## config.mk

```make
export PLATFORM = sky130hd
export DESIGN_NAME = serrx_ctrl
export DESIGN_NICKNAME = d
export VERILOG_FILES = /design/src/rtl/serrx_pkg.sv /design/src/rtl/serrx_sync.sv /design/src/rtl/serrx_frame.sv /design/src/rtl/serrx_match.sv /design/src/rtl/serrx_ctrl.sv
export SDC_FILE = /design/constraint.sdc
export NUM_CORES = 1
export LEC_CHECK = 0
export BUFFER_PORTS_ARGS = -buffer_cell sky130_fd_sc_hd__buf_4
export CAP_MARGIN = 20
export CORE_AREA = 3 3 67 69
export CTS_CLUSTER_SIZE = 12
export DETAILED_ROUTE_END_ITERATION = 8
export DIE_AREA = 0 0 70 72
export GPL_TIMING_DRIVEN = 0
export PLACE_DENSITY = 0.78
export SLEW_MARGIN = 20
export SYNTH_ARGS = -nofsm -noshare
export SYNTH_HDL_FRONTEND = slang
export SYNTH_HIERARCHICAL = 1
export SYNTH_SLANG_ARGS = --single-unit
```

## constraint.sdc

```tcl
create_clock -name clk -period 3.7 [get_ports clk]
set_input_delay 0.74 -clock clk [delete_from_list [all_inputs] [get_ports clk]]
set_output_delay 0.74 -clock clk [all_outputs]
set_load 0.05 [all_outputs]
```

## src/rtl/serrx_pkg.sv

```systemverilog
package serrx_pkg;

    typedef enum logic {
        RX_IDLE = 1'b0,
        RX_BUSY = 1'b1
    } rx_state_e;

    // Two-of-three majority used for every bit decision
    function automatic logic vote3(input logic a, input logic b, input logic c);
        return (a & b) | (a & c) | (b & c);
    endfunction

endpackage

```

## src/rtl/serrx_sync.sv

```systemverilog
module serrx_sync #(
    parameter int STAGES = 2
) (
    input  logic clk,
    input  logic rst_n,
    input  logic din,
    output logic dout
);
    logic [STAGES-1:0] sh_d, sh_q;

    always_comb begin
        sh_d = {sh_q[STAGES-2:0], din};
    end

    always_ff @(posedge clk or negedge rst_n) begin
        if (!rst_n) sh_q <= '1;
        else        sh_q <= sh_d;
    end

    assign dout = sh_q[STAGES-1];
endmodule

```

## src/rtl/serrx_frame.sv

```systemverilog
module serrx_frame
    import serrx_pkg::*;
#(
    parameter int DATA_W = 8,
    parameter int OVS    = 16
) (
    input  logic              clk,
    input  logic              rst_n,
    input  logic              tick,
    input  logic              rx,
    input  logic              rx_enable,
    input  logic              enable,
    input  logic              nine_mode,
    output logic              last_evt,
    output logic              stop_evt,
    output logic              stop_val,
    output logic [DATA_W-1:0] frm_data,
    output logic              frm_ninth,
    output logic              frm_nine
);
    localparam int CW  = $clog2(OVS);
    localparam int MID = OVS / 2;
    localparam int IW  = $clog2(DATA_W + 3);
    localparam logic [CW-1:0] SMP_A    = CW'(MID - 1);
    localparam logic [CW-1:0] SMP_B    = CW'(MID);
    localparam logic [CW-1:0] SMP_C    = CW'(MID + 1);
    localparam logic [CW-1:0] CNT_LAST = CW'(OVS - 1);
    localparam logic [CW-1:0] CNT_ONE  = CW'(1);
    localparam logic [IW-1:0] IDX_LASTD = IW'(DATA_W);
    localparam logic [IW-1:0] IDX_NINTH = IW'(DATA_W + 1);
    localparam logic [IW-1:0] IDX_ONE   = IW'(1);

    typedef struct packed {
        rx_state_e         st;
        logic [CW-1:0]     cnt;
        logic [IW-1:0]     idx;
        logic              s_a;
        logic              s_b;
        logic [DATA_W-1:0] dat;
        logic              ninth;
        logic              nine;
        logic              prev;
    } frame_t;

    frame_t fr_d, fr_q;
    logic   v;

    always_comb begin
        fr_d     = fr_q;
        last_evt = 1'b0;
        stop_evt = 1'b0;
        stop_val = 1'b1;
        v        = vote3(fr_q.s_a, fr_q.s_b, rx);
        if (tick) begin
            fr_d.prev = rx;
            if (fr_q.st == RX_IDLE) begin
                if (enable && rx_enable && fr_q.prev && !rx) begin
                    fr_d.st   = RX_BUSY;
                    fr_d.cnt  = CNT_ONE;
                    fr_d.idx  = '0;
                    fr_d.nine = nine_mode;
                end
            end else begin
                if (fr_q.cnt == SMP_A) fr_d.s_a = rx;
                if (fr_q.cnt == SMP_B) fr_d.s_b = rx;
                if (fr_q.cnt == SMP_C) begin
                    if (fr_q.idx == '0) begin
                        if (v) fr_d.st = RX_IDLE;          // false start
                    end else if (fr_q.idx <= IDX_LASTD) begin
                        for (int i = 0; i < DATA_W; i++) begin
                            if (fr_q.idx == IW'(i + 1)) fr_d.dat[i] = v;
                        end
                        if (fr_q.idx == IDX_LASTD && !fr_q.nine) last_evt = 1'b1;
                    end else if (fr_q.idx == IDX_NINTH && fr_q.nine) begin
                        fr_d.ninth = v;
                        last_evt   = 1'b1;
                    end else begin
                        stop_evt = 1'b1;
                        stop_val = v;
                        fr_d.st  = RX_IDLE;
                    end
                end
                if (fr_q.cnt == CNT_LAST) begin
                    fr_d.cnt = '0;
                    fr_d.idx = fr_q.idx + IDX_ONE;
                end else begin
                    fr_d.cnt = fr_q.cnt + CNT_ONE;
                end
            end
        end
        if (!rx_enable && fr_q.st == RX_BUSY) fr_d.st = RX_IDLE;
        frm_data  = fr_d.dat;
        frm_ninth = fr_d.ninth;
        frm_nine  = fr_q.nine;
    end

    always_ff @(posedge clk or negedge rst_n) begin
        if (!rst_n) begin
            fr_q      <= '0;
            fr_q.st   <= RX_IDLE;
            fr_q.prev <= 1'b1;
        end else begin
            fr_q <= fr_d;
        end
    end
endmodule

```

## src/rtl/serrx_match.sv

```systemverilog
module serrx_match #(
    parameter int W = 8
) (
    input  logic [W-1:0] rx_byte,
    input  logic [W-1:0] node_addr,
    input  logic [W-1:0] node_mask,
    output logic         addr_hit
);
    logic [W-1:0] own_ok, bc_ok, bc_need;

    assign bc_need = node_addr | node_mask;

    for (genvar g = 0; g < W; g++) begin : g_lane
        assign own_ok[g] = !node_mask[g] || (rx_byte[g] == node_addr[g]);
        assign bc_ok[g]  = !bc_need[g] || rx_byte[g];
    end

    assign addr_hit = (&own_ok) || (&bc_ok);
endmodule

```

## src/rtl/serrx_ctrl.sv

```systemverilog
module serrx_ctrl #(
    parameter int DATA_W      = 8,
    parameter int OVS         = 16,
    parameter int SYNC_STAGES = 2
) (
    input  logic              clk,
    input  logic              rst_n,
    input  logic              rxd,
    input  logic              baud_tick,
    input  logic              mode_lo,
    input  logic              multi_en,
    input  logic              rx_enable,
    input  logic              fe_access,
    input  logic [DATA_W-1:0] node_addr,
    input  logic [DATA_W-1:0] node_mask,
    input  logic              shared_wr,
    input  logic              shared_wdata,
    input  logic              done_clr,
    output logic [DATA_W-1:0] rx_data,
    output logic              rx_ninth,
    output logic              rx_done,
    output logic              frame_err,
    output logic              shared_rd
);
    typedef struct packed {
        logic              mode_hi;
        logic              fe;
        logic              done;
        logic [DATA_W-1:0] data;
        logic              ninth;
    } ctl_t;

    ctl_t ctl_d, ctl_q;

    logic              rx_s;
    logic              last_evt, stop_evt, stop_val;
    logic [DATA_W-1:0] frm_data;
    logic              frm_ninth, frm_nine;
    logic              addr_hit;
    logic              bad_stop, commit_evt, gate_ok, accept;

    serrx_sync #(.STAGES(SYNC_STAGES)) u_sync (
        .clk  (clk),
        .rst_n(rst_n),
        .din  (rxd),
        .dout (rx_s)
    );

    serrx_frame #(.DATA_W(DATA_W), .OVS(OVS)) u_frame (
        .clk      (clk),
        .rst_n    (rst_n),
        .tick     (baud_tick),
        .rx       (rx_s),
        .rx_enable(rx_enable),
        .enable   (ctl_q.mode_hi | mode_lo),
        .nine_mode(ctl_q.mode_hi),
        .last_evt (last_evt),
        .stop_evt (stop_evt),
        .stop_val (stop_val),
        .frm_data (frm_data),
        .frm_ninth(frm_ninth),
        .frm_nine (frm_nine)
    );

    serrx_match #(.W(DATA_W)) u_match (
        .rx_byte  (frm_data),
        .node_addr(node_addr),
        .node_mask(node_mask),
        .addr_hit (addr_hit)
    );

    always_comb begin
        ctl_d      = ctl_q;
        bad_stop   = stop_evt && !stop_val;
        commit_evt = fe_access ? stop_evt : last_evt;
        gate_ok    = !frm_nine || !multi_en || (frm_ninth && addr_hit);
        accept     = commit_evt && rx_enable && !ctl_q.done && gate_ok;

        if (shared_wr) begin
            if (fe_access) ctl_d.fe      = shared_wdata;
            else           ctl_d.mode_hi = shared_wdata;
        end
        if (bad_stop) ctl_d.fe = 1'b1;
        if (done_clr) ctl_d.done = 1'b0;
        if (accept) begin
            ctl_d.done = 1'b1;
            ctl_d.data = frm_data;
            if (frm_nine) ctl_d.ninth = frm_ninth;
        end
    end

    always_ff @(posedge clk or negedge rst_n) begin
        if (!rst_n) ctl_q <= '0;
        else        ctl_q <= ctl_d;
    end

    assign rx_data   = ctl_q.data;
    assign rx_ninth  = ctl_q.ninth;
    assign rx_done   = ctl_q.done;
    assign frame_err = ctl_q.fe;
    assign shared_rd = fe_access ? ctl_q.fe : ctl_q.mode_hi;
endmodule

```

# Yosys cells after proc, flatten, opt, wreduce, memory -nomap -nowiden
# Index checks and enable logic that the tools add are counted.
# totals
register_bits,36
out_inout_bits,12
wordCells,172
# op_classes
addsub,2
n_lt_le_gt_ge,1
n_eq_ne,22
mux,55
n_bitwise,9
reduce_logical,68
# ops
cell,n
$mux W1,45
$mux W9,4
$logic_not A1 Y1,22
$mux W22,1
$eq A4 B3 Y1 const B,5
$eq A4 B4 Y1 const B,5
$logic_or A1 B1 Y1,19
$reduce_and A8 Y1,2
$reduce_and A3 Y1,4
$logic_and A1 B1 Y1,11
$mux W11,1
$mux W10,1
$reduce_bool A2 Y1,5
$add A4 B1 Y4 const B,2
$eq A1 B1 Y1,8
$eq A4 B2 Y1 const B,2
$mux W4,2
$mux W8,1
$or A8 B8 Y8,1
$reduce_and A2 Y1,4
$eq A4 B1 Y1 const B,1
$le A4 B4 Y1 const B,1
$logic_not A4 Y1,1
$and A1 B1 Y1,3
other kinds (3),6

# Depth between registers and ports, before layout
# Gate-level depths: netlist of run 1.
# logic_depth
ltp_word,17
depth_mapped,13

# Modules after synthesis
# The synthesis of run 1 kept the hierarchy.
# by_module_without_submodules
module,instances,cells_each,area_per_inst_um2,seq_area_each_um2
serrx_frame,1,130,1365.1,551.8
serrx_ctrl,1,47,608.1,300.3
serrx_match,1,26,185.2,0.0
serrx_sync,1,2,52.6,52.6

# Worst setup path after synthesis of run 1
# No wires, ideal clock.
# synth_timing
path_type,input port to flip-flop
start,in baud_tick
end,"reg ctl_q, in the netlist rx_data[0]"
arrival_time_ns,3.154
required_time_ns,3.575
path_slack_ns,0.421
cell_stages,12
n_path_buf,2
cell_sequence,buf_4 > nand4b_2 > nor3_1 > mux2_2 > buf_4 > xor2_1 > a22oi_1 > nand4_1 > o31ai_2 > nand2_1 > a311oi_4 > mux2_2
# synth_rtl
element,line_no,rtl
from (decl),serrx_ctrl.sv:9,"input logic baud_tick,"
to (signal assigned),serrx_ctrl.sv:94,else ctl_q <= ctl_d;
to (decl),serrx_ctrl.sv:33,"ctl_t ctl_d, ctl_q;"

==> results of run 1 <==
-- synth_stat cells (3+ instances only) --
library cell / count / area (um^2)
sky130_fd_sc_hd__dfrtp_1: 33 / 825.8
sky130_fd_sc_hd__mux2_2: 19 / 214.0
sky130_fd_sc_hd__buf_4: 17 / 127.6
sky130_fd_sc_hd__inv_1: 12 / 45.04
sky130_fd_sc_hd__nor2_1: 11 / 41.29
sky130_fd_sc_hd__nand3_1: 8 / 40.04
sky130_fd_sc_hd__xor2_1: 8 / 70.07
sky130_fd_sc_hd__ha_1: 7 / 87.58
sky130_fd_sc_hd__nand2_1: 7 / 26.28
sky130_fd_sc_hd__a21oi_1: 6 / 30.03
sky130_fd_sc_hd__a22oi_1: 4 / 30.03
sky130_fd_sc_hd__buf_2: 4 / 20.02
sky130_fd_sc_hd__mux2_1: 4 / 45.04
sky130_fd_sc_hd__nand2b_1: 4 / 25.02
sky130_fd_sc_hd__nor3_1: 4 / 20.02
sky130_fd_sc_hd__nor4_1: 4 / 25.02
sky130_fd_sc_hd__o21ai_0: 4 / 20.02
sky130_fd_sc_hd__a31oi_1: 3 / 18.77
sky130_fd_sc_hd__and4b_1: 3 / 30.03
sky130_fd_sc_hd__dfstp_2: 3 / 78.83
sky130_fd_sc_hd__mux2i_1: 3 / 30.03
-- how the worst max path moves through the flow --
stage | startpoint | endpoint | slack (ps) | depth (start not counted)
after floorplan | baud_tick | rx_data[0]$_DFFE_PN0P_ | 420 | 12
after global placement | baud_tick | rx_data[2]$_DFFE_PN0P_ | -50 | 13
after detailed placement | baud_tick | rx_data[2]$_DFFE_PN0P_ | -110 | 13
after CTS | u_frame/fr_q[13]$_DFFE_PN0P_ | rx_data[2]$_DFFE_PN0P_ | 30 | 13
after global routing | u_frame/fr_q[13]$_DFFE_PN0P_ | rx_data[2]$_DFFE_PN0P_ | -30 | 14
final | u_frame/fr_q[13]$_DFFE_PN0P_ | rx_data[2]$_DFFE_PN0P_ | 250 | 14
-- layout by cell type, fill, tap and decap left out, types with 2 or more instances in the layout --
master / instances
sky130_fd_sc_hd__a31oi_1: 3
sky130_fd_sc_hd__dfstp_2: 3
sky130_fd_sc_hd__inv_1: 12
sky130_fd_sc_hd__nand4_1: 2
sky130_fd_sc_hd__buf_4: 55
sky130_fd_sc_hd__xor2_1: 8
sky130_fd_sc_hd__ha_1: 6
sky130_fd_sc_hd__or4_1: 2
sky130_fd_sc_hd__clkbuf_8: 6
sky130_fd_sc_hd__or3_1: 2
sky130_fd_sc_hd__o22ai_1: 2
sky130_fd_sc_hd__nor2_1: 11
sky130_fd_sc_hd__dfrtp_1: 33
sky130_fd_sc_hd__a21oi_1: 6
sky130_fd_sc_hd__and4b_1: 3
sky130_fd_sc_hd__clkinvlp_4: 2
sky130_fd_sc_hd__nand3_1: 8
sky130_fd_sc_hd__mux2_2: 19
sky130_fd_sc_hd__mux2_1: 4
sky130_fd_sc_hd__o22a_1: 2
sky130_fd_sc_hd__buf_2: 4
sky130_fd_sc_hd__mux2i_1: 3
sky130_fd_sc_hd__nor4_2: 2
sky130_fd_sc_hd__a22oi_1: 4
sky130_fd_sc_hd__nand2_1: 7
sky130_fd_sc_hd__nor4_1: 3
sky130_fd_sc_hd__o21ai_0: 4
sky130_fd_sc_hd__nand2b_1: 4
sky130_fd_sc_hd__o211ai_1: 2
sky130_fd_sc_hd__nor3_1: 4
-- power breakdown --
| part | internal, mW | leakage, nW | switching (mW) | total, mW |
|---|---|---|---|---|
| logic | 0.113 | 0.791 | 0.151 | 0.263 |
| clock network | 0.151 | 0.0434 | 0.146 | 0.296 |
| registers | 0.430 | 0.478 | 0.0385 | 0.469 |
| total | 0.694 | 1.31 | 0.335 | 1.03 |
-- logic make-up after synthesis --
kind of cell	after synthesis	synth area share, %
AO/OA/AOI/OAI	34	12.17
XOR/XNOR	8	3.169
adder cells (fa/ha/maj)	8	4.471
buffers and inverters	34	9.224
flip-flops	36	40.92
multiplexers	26	13.07
AND/OR/NAND/NOR	59	16.98
-- what timing repair did --
action / CTS / global route
pin swaps: 1 / 1
gates resized for setup: 0 / 3
buffers inserted: 0 / 1
endpoints found under the setup margin: 8 / 8
hold buffers: 0 / 0
-- cell type report --
class	instances	area, um^2
fillers	356	1277
multi-input cells	135	1120
flip-flops and latches	36	904.6
repair buffers	39	305.3
plain buffers	22	158.9
clock buffers	6	82.58
well taps	50	62.56
inverters	12	45.04
clock inverters	2	15.01
-- flip-flops by register name (all words and copies together), names as in the netlist --
register,count
u_frame/frm_nine,1
frame_err,1
rx_ninth,1
u_sync/sh_q,2
u_frame/fr_q,21
ctl_q,1
rx_done,1
rx_data,8
-- stage by stage --
stage	setup TNS [ps]	util, %	power [mW]	hold WS, ps	instances
finish	0	67.83	1.029	367.8	302
detailed placement	-692.1	64.43	0.7337	357.4	293
global placement	-375.4	64.43	0.7243	357.5	293
global route	-49.58	67.83	1.089	378.0	302
floorplan	0	-	0.6452	345.2	205
CTS	0	66.89	1.035	369.2	301
-- layer usage --
metal	routed length (um)	GRT usage, %	part of all wire, %	vias up
li1	-	-	-	817
met1	1920	22.86	43	803
met2	2255	32.63	51	38
met3	195	4.432	4.4	7
met4	56	5.745	1.3	0
met5	0	0	0	-
-- worst max-delay path, stage by stage, from the launching register on --
cell and delay [ps]:
sky130_fd_sc_hd__dfrtp_1 440, sky130_fd_sc_hd__inv_1 130, sky130_fd_sc_hd__ha_2 300, sky130_fd_sc_hd__inv_1 70, sky130_fd_sc_hd__nor4_1 280, sky130_fd_sc_hd__mux2_2 380
sky130_fd_sc_hd__buf_4 150, sky130_fd_sc_hd__xor2_1 130, sky130_fd_sc_hd__a22oi_1 190, sky130_fd_sc_hd__nand4_1 130, sky130_fd_sc_hd__o31ai_2 90, sky130_fd_sc_hd__nand2_1 140
sky130_fd_sc_hd__a311oi_4 370, sky130_fd_sc_hd__buf_12 170, sky130_fd_sc_hd__mux2_2 340
==> out/metrics.csv, run 1 <==
metric,value,unit
run_status,"complete, no violations",
final.period_utilization,93.16,%
power_per_cell_area,381.9,nW/um^2
critical_path.endpoint_type,flop,
reg2reg_to,rx_data[2]$_DFFE_PN0P_,
die-height,72,um
io_pins,39,
area_growth,21.84,%
post_synth_instance_area,2211,um^2
cell_count_after_synthesis,205,
critical_path.reg2reg.startpoint,u_frame/fr_q[13]$_DFFE_PN0P_,
ir_drop,0.2824,mV
initial_core_util,55.67,%
cts.sink_count,36,
worst_path_setup_slack_after_routing,253.3,ps
finished_cell_area,2694,um^2
place_area,2559,um^2
critPathKind,reg -> reg,
slew_violations,0,
finalSetupViolations,0,
worst_hold_path.endpoint,u_sync/sh_q[1]$_DFF_PN1_,
cts-buffers-inserted,5,
finalHoldViolations,0,
rows,23,
via_count_of_the_first_global_routing_pass,1632,
worst_hold_path_depth,0,
critPathRequiredTime,3870,ps
number_of_vias_per_cell,5.513,
routed-via-count,1665,
synth.net_count,239,
hold_path_class,reg -> reg,
primary_flip_flop_cell_chosen_by_synthesis_mapping,sky130_fd_sc_hd__dfrtp_1,
net_total_in_the_final_layout,285,
timing.max_cap.violations,0,
grt_start_max_net_pins,37,
dieArea,5040,um^2
synth_edf_count,0,
grt_first_pass_wirelength,7.438,mm
diodes,0,
finalCriticalPeriod,3447,ps
critPathArrivalTime,3620,ps
postRouteWirelength,4.427,mm
ys.warnings.count,6,
pre_cts_slack,-105.4,ps
grt-ovfl-total,0,
wl_per_cell,14.66,um
gp_routability_congestion,0.8193,
drt_first_iter_violations,76,
p_leak,1.312,nW
clock_tree.buffer_depth,2,
timing.reg2reg.worst_path_depth,14,
post_synth_num_cell_types,52,
max_freq,290.1,MHz
async_reset_ff_share,100.0,%
layout-drive-gt1-share,43.25,%
clock_latency,290,ps
buffer_ports.inserted,38,
timing_worst_slew_pin_value,447.4,ps
rrSetupSlack,250,ps
grt_antenna_before_repair,0,
die_w,70,um
worst_hold_startpoint,u_sync/sh_q[0]$_DFF_PN1_,
number_of_remaining_drc_errors,0,
clock_tree_from_tritoncts,done,
skew,4.558,ps
critPathLaunchType,flop,
critical_path_peak_fanout,9,
cts.htree.levels,2,
synth_seq_cells,36,
grtUsageTotal,18.61,%
coreArea,3971,um^2
post-dp-hpwl,3.418,mm
ant_nets,0,
cts.reportedPaths.clkPinSlew,70,ps
syn-mean-instance-area,10.78,um^2
cts.root.buffer_cell,sky130_fd_sc_hd__clkbuf_8,
slew-limit-headroom,70.18,%
ys_seq_area_share,40.92,%
first_drt_pass_iteration_count,4,
Note: power is estimated with default switching activity, not from simulation.
==> run 2: changes to the inputs <==
MAX_ROUTING_LAYER = met4   (was not set)
==> run 2 against run 1 <==
Effect of this change:
- count of clock-buffer cells in the layout unchanged
- sequential power about the same
- power up 0.10%
- non-clock buffer count unchanged
- sequential share of layout area unchanged
- combinational power about the same
- die area unchanged
- register-to-register slack about the same
- final cell count unchanged
- fmax about the same
- design area unchanged
- critical endpoint unchanged
==> out/metrics.csv, run 2 (synthesis results as in run 1) <==
metric,value,unit
timing.reg2reg.worst_path_depth,14,
max_freq,290.3,MHz
grt_first_pass_wirelength,7.472,mm
grt_start_max_net_pins,37,
path_cells,inv_1 -> ha_1 -> and4b_1 -> nand3_1 -> mux2_1 -> buf_4 -> xor2_1 -> a22oi_1 -> nand4_1 -> o31ai_2 -> nand2_1 -> a311oi_4 -> buf_12 -> mux2_2,
ir_drop,0.2830,mV
power.switching,0.3361,mW
run_status,"complete, no violations",
ant_nets,0,
number_of_vias_per_cell,5.477,
grt_antenna_before_repair,0,
worst_hold_startpoint,u_sync/sh_q[0]$_DFF_PN1_,
finalSetupViolations,0,
cts.reportedPaths.clkPinSlew,70,ps
critical-path-slowest-cell,sky130_fd_sc_hd__dfrtp_1,
p_int,0.6936,mW
area_growth,21.84,%
critPathRequiredTime,3870,ps
diodes,0,
p_leak,1.312,nW
timing.max_cap.violations,0,
p_seq_share,45.5,%
finished_cell_area,2694,um^2
clock_tree.buffer_depth,2,
pre_cts_slack,-105.4,ps
routed-via-count,1654,
drt_first_iter_violations,76,
critPathKind,reg -> reg,
layout_commonest_cell,sky130_fd_sc_hd__buf_4,
totalPowerFinal,1.030,mW
dieArea,5040,um^2
largest_register,u_frame/fr_q,
mostFrequentLayoutCells,"sky130_fd_sc_hd__buf_4 (55), sky130_fd_sc_hd__dfrtp_1 (33), sky130_fd_sc_hd__mux2_2 (19), sky130_fd_sc_hd__inv_1 (12), sky130_fd_sc_hd__nor2_1 (11)",
skew,4.199,ps
initial_core_util,55.67,%
coreArea,3971,um^2
rows,23,
cts.sink_count,36,
slew-limit-headroom,70.14,%
final.period_utilization,93.11,%
die-height,72,um
critical_path.endpoint_type,flop,
crit_path_end,rx_data[2]$_DFFE_PN0P_,
power_per_cell_area,382.3,nW/um^2
cp-startpoint,u_frame/fr_q[18]$_DFFE_PN0P_,
buffer_ports.inserted,38,
critPathArrivalTime,3620,ps
grtUsageTotal,19.23,%
largest_stage_delay_worst_path,430,ps
io_pins,39,
largest_register_ffs,21,
power.share.switching,32.64,%
hold_path_class,reg -> reg,
critical_path.reg2reg.startpoint,u_frame/fr_q[18]$_DFFE_PN0P_,
cts.root.buffer_cell,sky130_fd_sc_hd__clkbuf_8,
power.clock.fraction,28.9,%
post-dp-hpwl,3.418,mm
postRouteWirelength,4.435,mm
worst_path_setup_slack_after_routing,254.8,ps
grt-ovfl-total,0,
setup_tns,0,ps
cts-buffers-inserted,5,
net_total_in_the_final_layout,285,
number_of_remaining_drc_errors,0,
finalCriticalPeriod,3445,ps
via_count_of_the_first_global_routing_pass,1627,
first_drt_pass_iteration_count,4,
finalHoldViolations,0,
holdWs,367.5,ps
p_comb_share,25.6,%
reg2reg_to,rx_data[2]$_DFFE_PN0P_,
rrSetupSlack,250,ps
critical_path_peak_fanout,9,
cts.htree.levels,2,
slew_violations,0,
place_area,2559,um^2
clock_tree_from_tritoncts,done,
clock_latency,290,ps
wl_per_cell,14.69,um
critPathLaunchType,flop,
timing_worst_slew_pin_value,447.9,ps
gp_routability_congestion,0.8316,
die_w,70,um
layout-drive-gt1-share,43.25,%
## run 2: cell counts in the layout (fill, tap and decap cells not counted)
No cell type changed its count.
## run 2: routing by layer
| layer | track usage, % | wire length (um) | vias up |
|---|---|---|---|
| met4 | 5.745 | 56 | 0 |
| met3 | 4.294 | 187 | 7 |
| li1 | - | - | 815 |
| met1 | 23.04 | 1932 | 794 |
| met2 | 32.74 | 2258 | 38 |
| met5 | - | 0 | - |
## run 2: worst min-delay path by stage
stage / to / slack, ps / cells past startpoint
after global routing: u_sync/sh_q[1]$_DFF_PN1_ / 380 / 0
final: u_sync/sh_q[1]$_DFF_PN1_ / 370 / 0
after CTS: u_sync/sh_q[1]$_DFF_PN1_ / 370 / 0
after detailed placement: u_sync/sh_q[1]$_DFF_PN1_ / 360 / 0
after global placement: u_sync/sh_q[1]$_DFF_PN1_ / 360 / 0
after floorplan: u_sync/sh_q[1]$_DFF_PN1_ / 350 / 0
## run 2: timing repair
action | 4_1_cts | 5_1_grt
hold buffers | 0 | 0
pin swaps | 1 | 1
gates resized for setup | 0 | 3
setup endpoints to repair | 8 | 8
setup buffers | 0 | 1
## run 2: cell type report
class | count | area [um^2]
Fill cell | 356 | 1277
Multi-Input combinational cell | 135 | 1120
Sequential cell | 36 | 904.6
Timing Repair Buffer | 39 | 305.3
Buffer | 22 | 158.9
Clock buffer | 6 | 82.58
Tap cell | 50 | 62.56
Inverter | 12 | 45.04
Clock inverter | 2 | 15.01
## run 2: power by group through the flow
stage | sequential, mW | clock, mW | combinational, mW
after floorplan | 0.471 | 0 | 0.175
after global placement | 0.473 | 0 | 0.251
after detailed placement | 0.476 | 0 | 0.257
after CTS | 0.469 | 0.308 | 0.259
after global routing | 0.475 | 0.324 | 0.292
final | 0.469 | 0.297 | 0.264
## run 2: worst max-delay path: cells and delay by family, from the launching register on
family,cells,cell delay (ps)
simple gates,4,720
mux,2,680
flops,1,430
compound gates,3,670
buf+inv,3,450
fa+ha+maj,1,250
xor+xnor,1,130
## run 2: stage by stage
step | utilization, % | cells
2_1_floorplan | - | 205
3_3_place_gp | 64.43 | 293
3_5_place_dp | 64.43 | 293
4_1_cts | 66.89 | 301
5_1_grt | 67.83 | 302
6_report | 67.83 | 302
==> run 3: changes to the inputs <==
REMOVE_ABC_BUFFERS = 1   (was not set)
==> run 3 against run 2 <==
Effect of this change:
- fmax up 3.2%
- clock power down 5%
- largest cell class unchanged
- first-iteration DRC count up 37%
- critical path depth down 1
- highest routed layer unchanged
- power down 3.1%
- critical endpoint is now rx_data[3]$_DFFE_PN0P_
- via count down 4.5%
- sequential share of layout area up 2.5 points
- die area unchanged
==> out/metrics.csv, run 3 (synthesis results as in run 1) <==
metric,value,unit
die_w,70,um
cts.root.buffer_cell,sky130_fd_sc_hd__clkbuf_8,
cts-buffers-inserted,5,
slew-limit-headroom,67.94,%
net_total_in_the_final_layout,263,
clock_tree.buffer_depth,2,
die-height,72,um
grt-ovfl-total,0,
hold_path_class,reg -> reg,
grtUsageTotal,19.00,%
buffer_ports.inserted,38,
totalPowerFinal,0.9979,mW
gp_routability_congestion,0.8119,
finalSetupViolations,0,
ant_nets,0,
critical_path_peak_fanout,9,
coreArea,3971,um^2
place_area,2400,um^2
worst-path-buf-inv,2,
layout-drive-gt1-share,36.09,%
dieArea,5040,um^2
finalHoldViolations,0,
critPathArrivalTime,3510,ps
timing_worst_slew_pin_value,480.9,ps
path_cells,inv_1 -> ha_1 -> nor4b_2 -> nand3_1 -> mux2_1 -> xor2_1 -> a22oi_1 -> nand4_1 -> o31ai_2 -> nand2_1 -> a311oi_4 -> buf_12 -> mux2_2,
skew,4.258,ps
wl_per_cell,15.03,um
run_status,"complete, no violations",
diodes,0,
finalCriticalPeriod,3340,ps
first_drt_pass_iteration_count,4,
largest_register_ffs,21,
largest_stage_delay_worst_path,430,ps
number_of_remaining_drc_errors,0,
via_count_of_the_first_global_routing_pass,1617,
final.period_utilization,90.26,%
worst_path_dominant_cell_family,simple AND/OR/NAND/NOR gates,
timing.max_cap.violations,0,
clock_tree_from_tritoncts,done,
grt_antenna_before_repair,0,
clock_latency,280,ps
drt_first_iter_violations,104,
routed-via-count,1579,
cts.sink_count,36,
critical-path-slowest-cell,sky130_fd_sc_hd__dfrtp_1,
p_leak,1.191,nW
cts.reportedPaths.clkPinSlew,60,ps
area_growth,13.53,%
grt_first_pass_wirelength,7.472,mm
slew_violations,0,
setup_repair_after_global_routing_missed_its_margin,no,
finished_cell_area,2510,um^2
grt_start_max_net_pins,37,
critPathKind,reg -> reg,
numPlacedInstances,271,
power_per_cell_area,397.6,nW/um^2
postRouteWirelength,4.209,mm
post_cts.resized_instances,0,
critPathRequiredTime,3870,ps
initial_core_util,55.67,%
ir_drop,0.2157,mV
cts_hold_repair.buffers,0,
rows,23,
largest_register,u_frame/fr_q,
io_pins,39,
cts.htree.levels,2,
mostFrequentLayoutCells,"sky130_fd_sc_hd__buf_4 (38), sky130_fd_sc_hd__dfrtp_1 (33), sky130_fd_sc_hd__mux2_2 (19), sky130_fd_sc_hd__inv_1 (12), sky130_fd_sc_hd__nor2_1 (11)",
critical_path.endpoint_type,flop,
layout.cells.non_filler,280,
max_freq,299.4,MHz
layout_commonest_cell,sky130_fd_sc_hd__buf_4,
critPathLaunchType,flop,
setup_tns,0,ps
post-dp-hpwl,3.106,mm
number_of_vias_per_cell,5.639,
run 3: cell count changes in the layout (fill, tap and decap cells not counted), sizes merged:
| cell | delta |
|---|---|
| buf | -22 |
| clkbuf | +2 |
| clkinvlp | -2 |
run 3: final timing paths:
check | start | end | slack [ps] | cells past startpoint
max | u_frame/fr_q[13]$_DFFE_PN0P_ | rx_data[3]$_DFFE_PN0P_ | 360 | 13
min | u_sync/sh_q[0]$_DFF_PN1_ | u_sync/sh_q[1]$_DFF_PN1_ | 360 | 0
max reg2reg | u_frame/fr_q[13]$_DFFE_PN0P_ | rx_data[3]$_DFFE_PN0P_ | 360 | 13
min reg2reg | u_sync/sh_q[0]$_DFF_PN1_ | u_sync/sh_q[1]$_DFF_PN1_ | 360 | 0
max in group asynchronous | rst_n | u_sync/sh_q[0]$_DFF_PN1_ | 2950 | 1
min in group asynchronous | rst_n | ctl_q[11]$_DFFE_PN0P_ | 400 | 1
run 3: what timing repair did:
action | in CTS | in global routing
endpoints found under the setup margin | 0 | 8
setup buffers | 0 | 1
hold endpoints to repair | 0 | 0
run 3: per-stage QoR:
step	util, %	setup slack (ps)	hold slack [ps]
after floorplan	-	559.2	345.2
after global placement	60.43	124.5	346.7
after detailed placement	60.43	72.28	347.8
after CTS	62.70	102.7	357.6
after global routing	63.20	102.4	364.4
final	63.20	360.4	356.6
run 3: worst register-to-register path, cell delays in order (launching register included):
cell and delay (ps):
sky130_fd_sc_hd__dfrtp_1 430, sky130_fd_sc_hd__inv_1 110, sky130_fd_sc_hd__ha_1 330, sky130_fd_sc_hd__nor4b_2 350, sky130_fd_sc_hd__nand3_1 130, sky130_fd_sc_hd__mux2_1 390, sky130_fd_sc_hd__xor2_1 170, sky130_fd_sc_hd__a22oi_1 180
sky130_fd_sc_hd__nand4_1 140, sky130_fd_sc_hd__o31ai_2 100, sky130_fd_sc_hd__nand2_1 130, sky130_fd_sc_hd__a311oi_4 260, sky130_fd_sc_hd__buf_12 170, sky130_fd_sc_hd__mux2_2 330
run 3: area by class of cell:
type / count / area, um^2
fill: 343 / 1461
multi-input combinational: 135 / 1102
sequential: 36 / 904.6
timing repair buffer: 39 / 305.3
clock buffer: 8 / 90.09
tap: 50 / 62.56
inverter: 12 / 45.04
run 3: routing by layer:
layer | global-route usage [%] | part of all wire [%]
met5 | - | 0
met4 | 6.383 | 1.2
met3 | 3.740 | 4.3
met2 | 30.85 | 49
met1 | 24.04 | 45
run 3: power breakdown:
| part | leakage [nW] | switching (mW) | internal, mW | total (mW) |
|---|---|---|---|---|
| clock network | 0.0455 | 0.130 | 0.152 | 0.282 |
| logic | 0.667 | 0.124 | 0.100 | 0.224 |
| registers | 0.478 | 0.0612 | 0.431 | 0.492 |
| total | 1.19 | 0.315 | 0.683 | 0.998 |
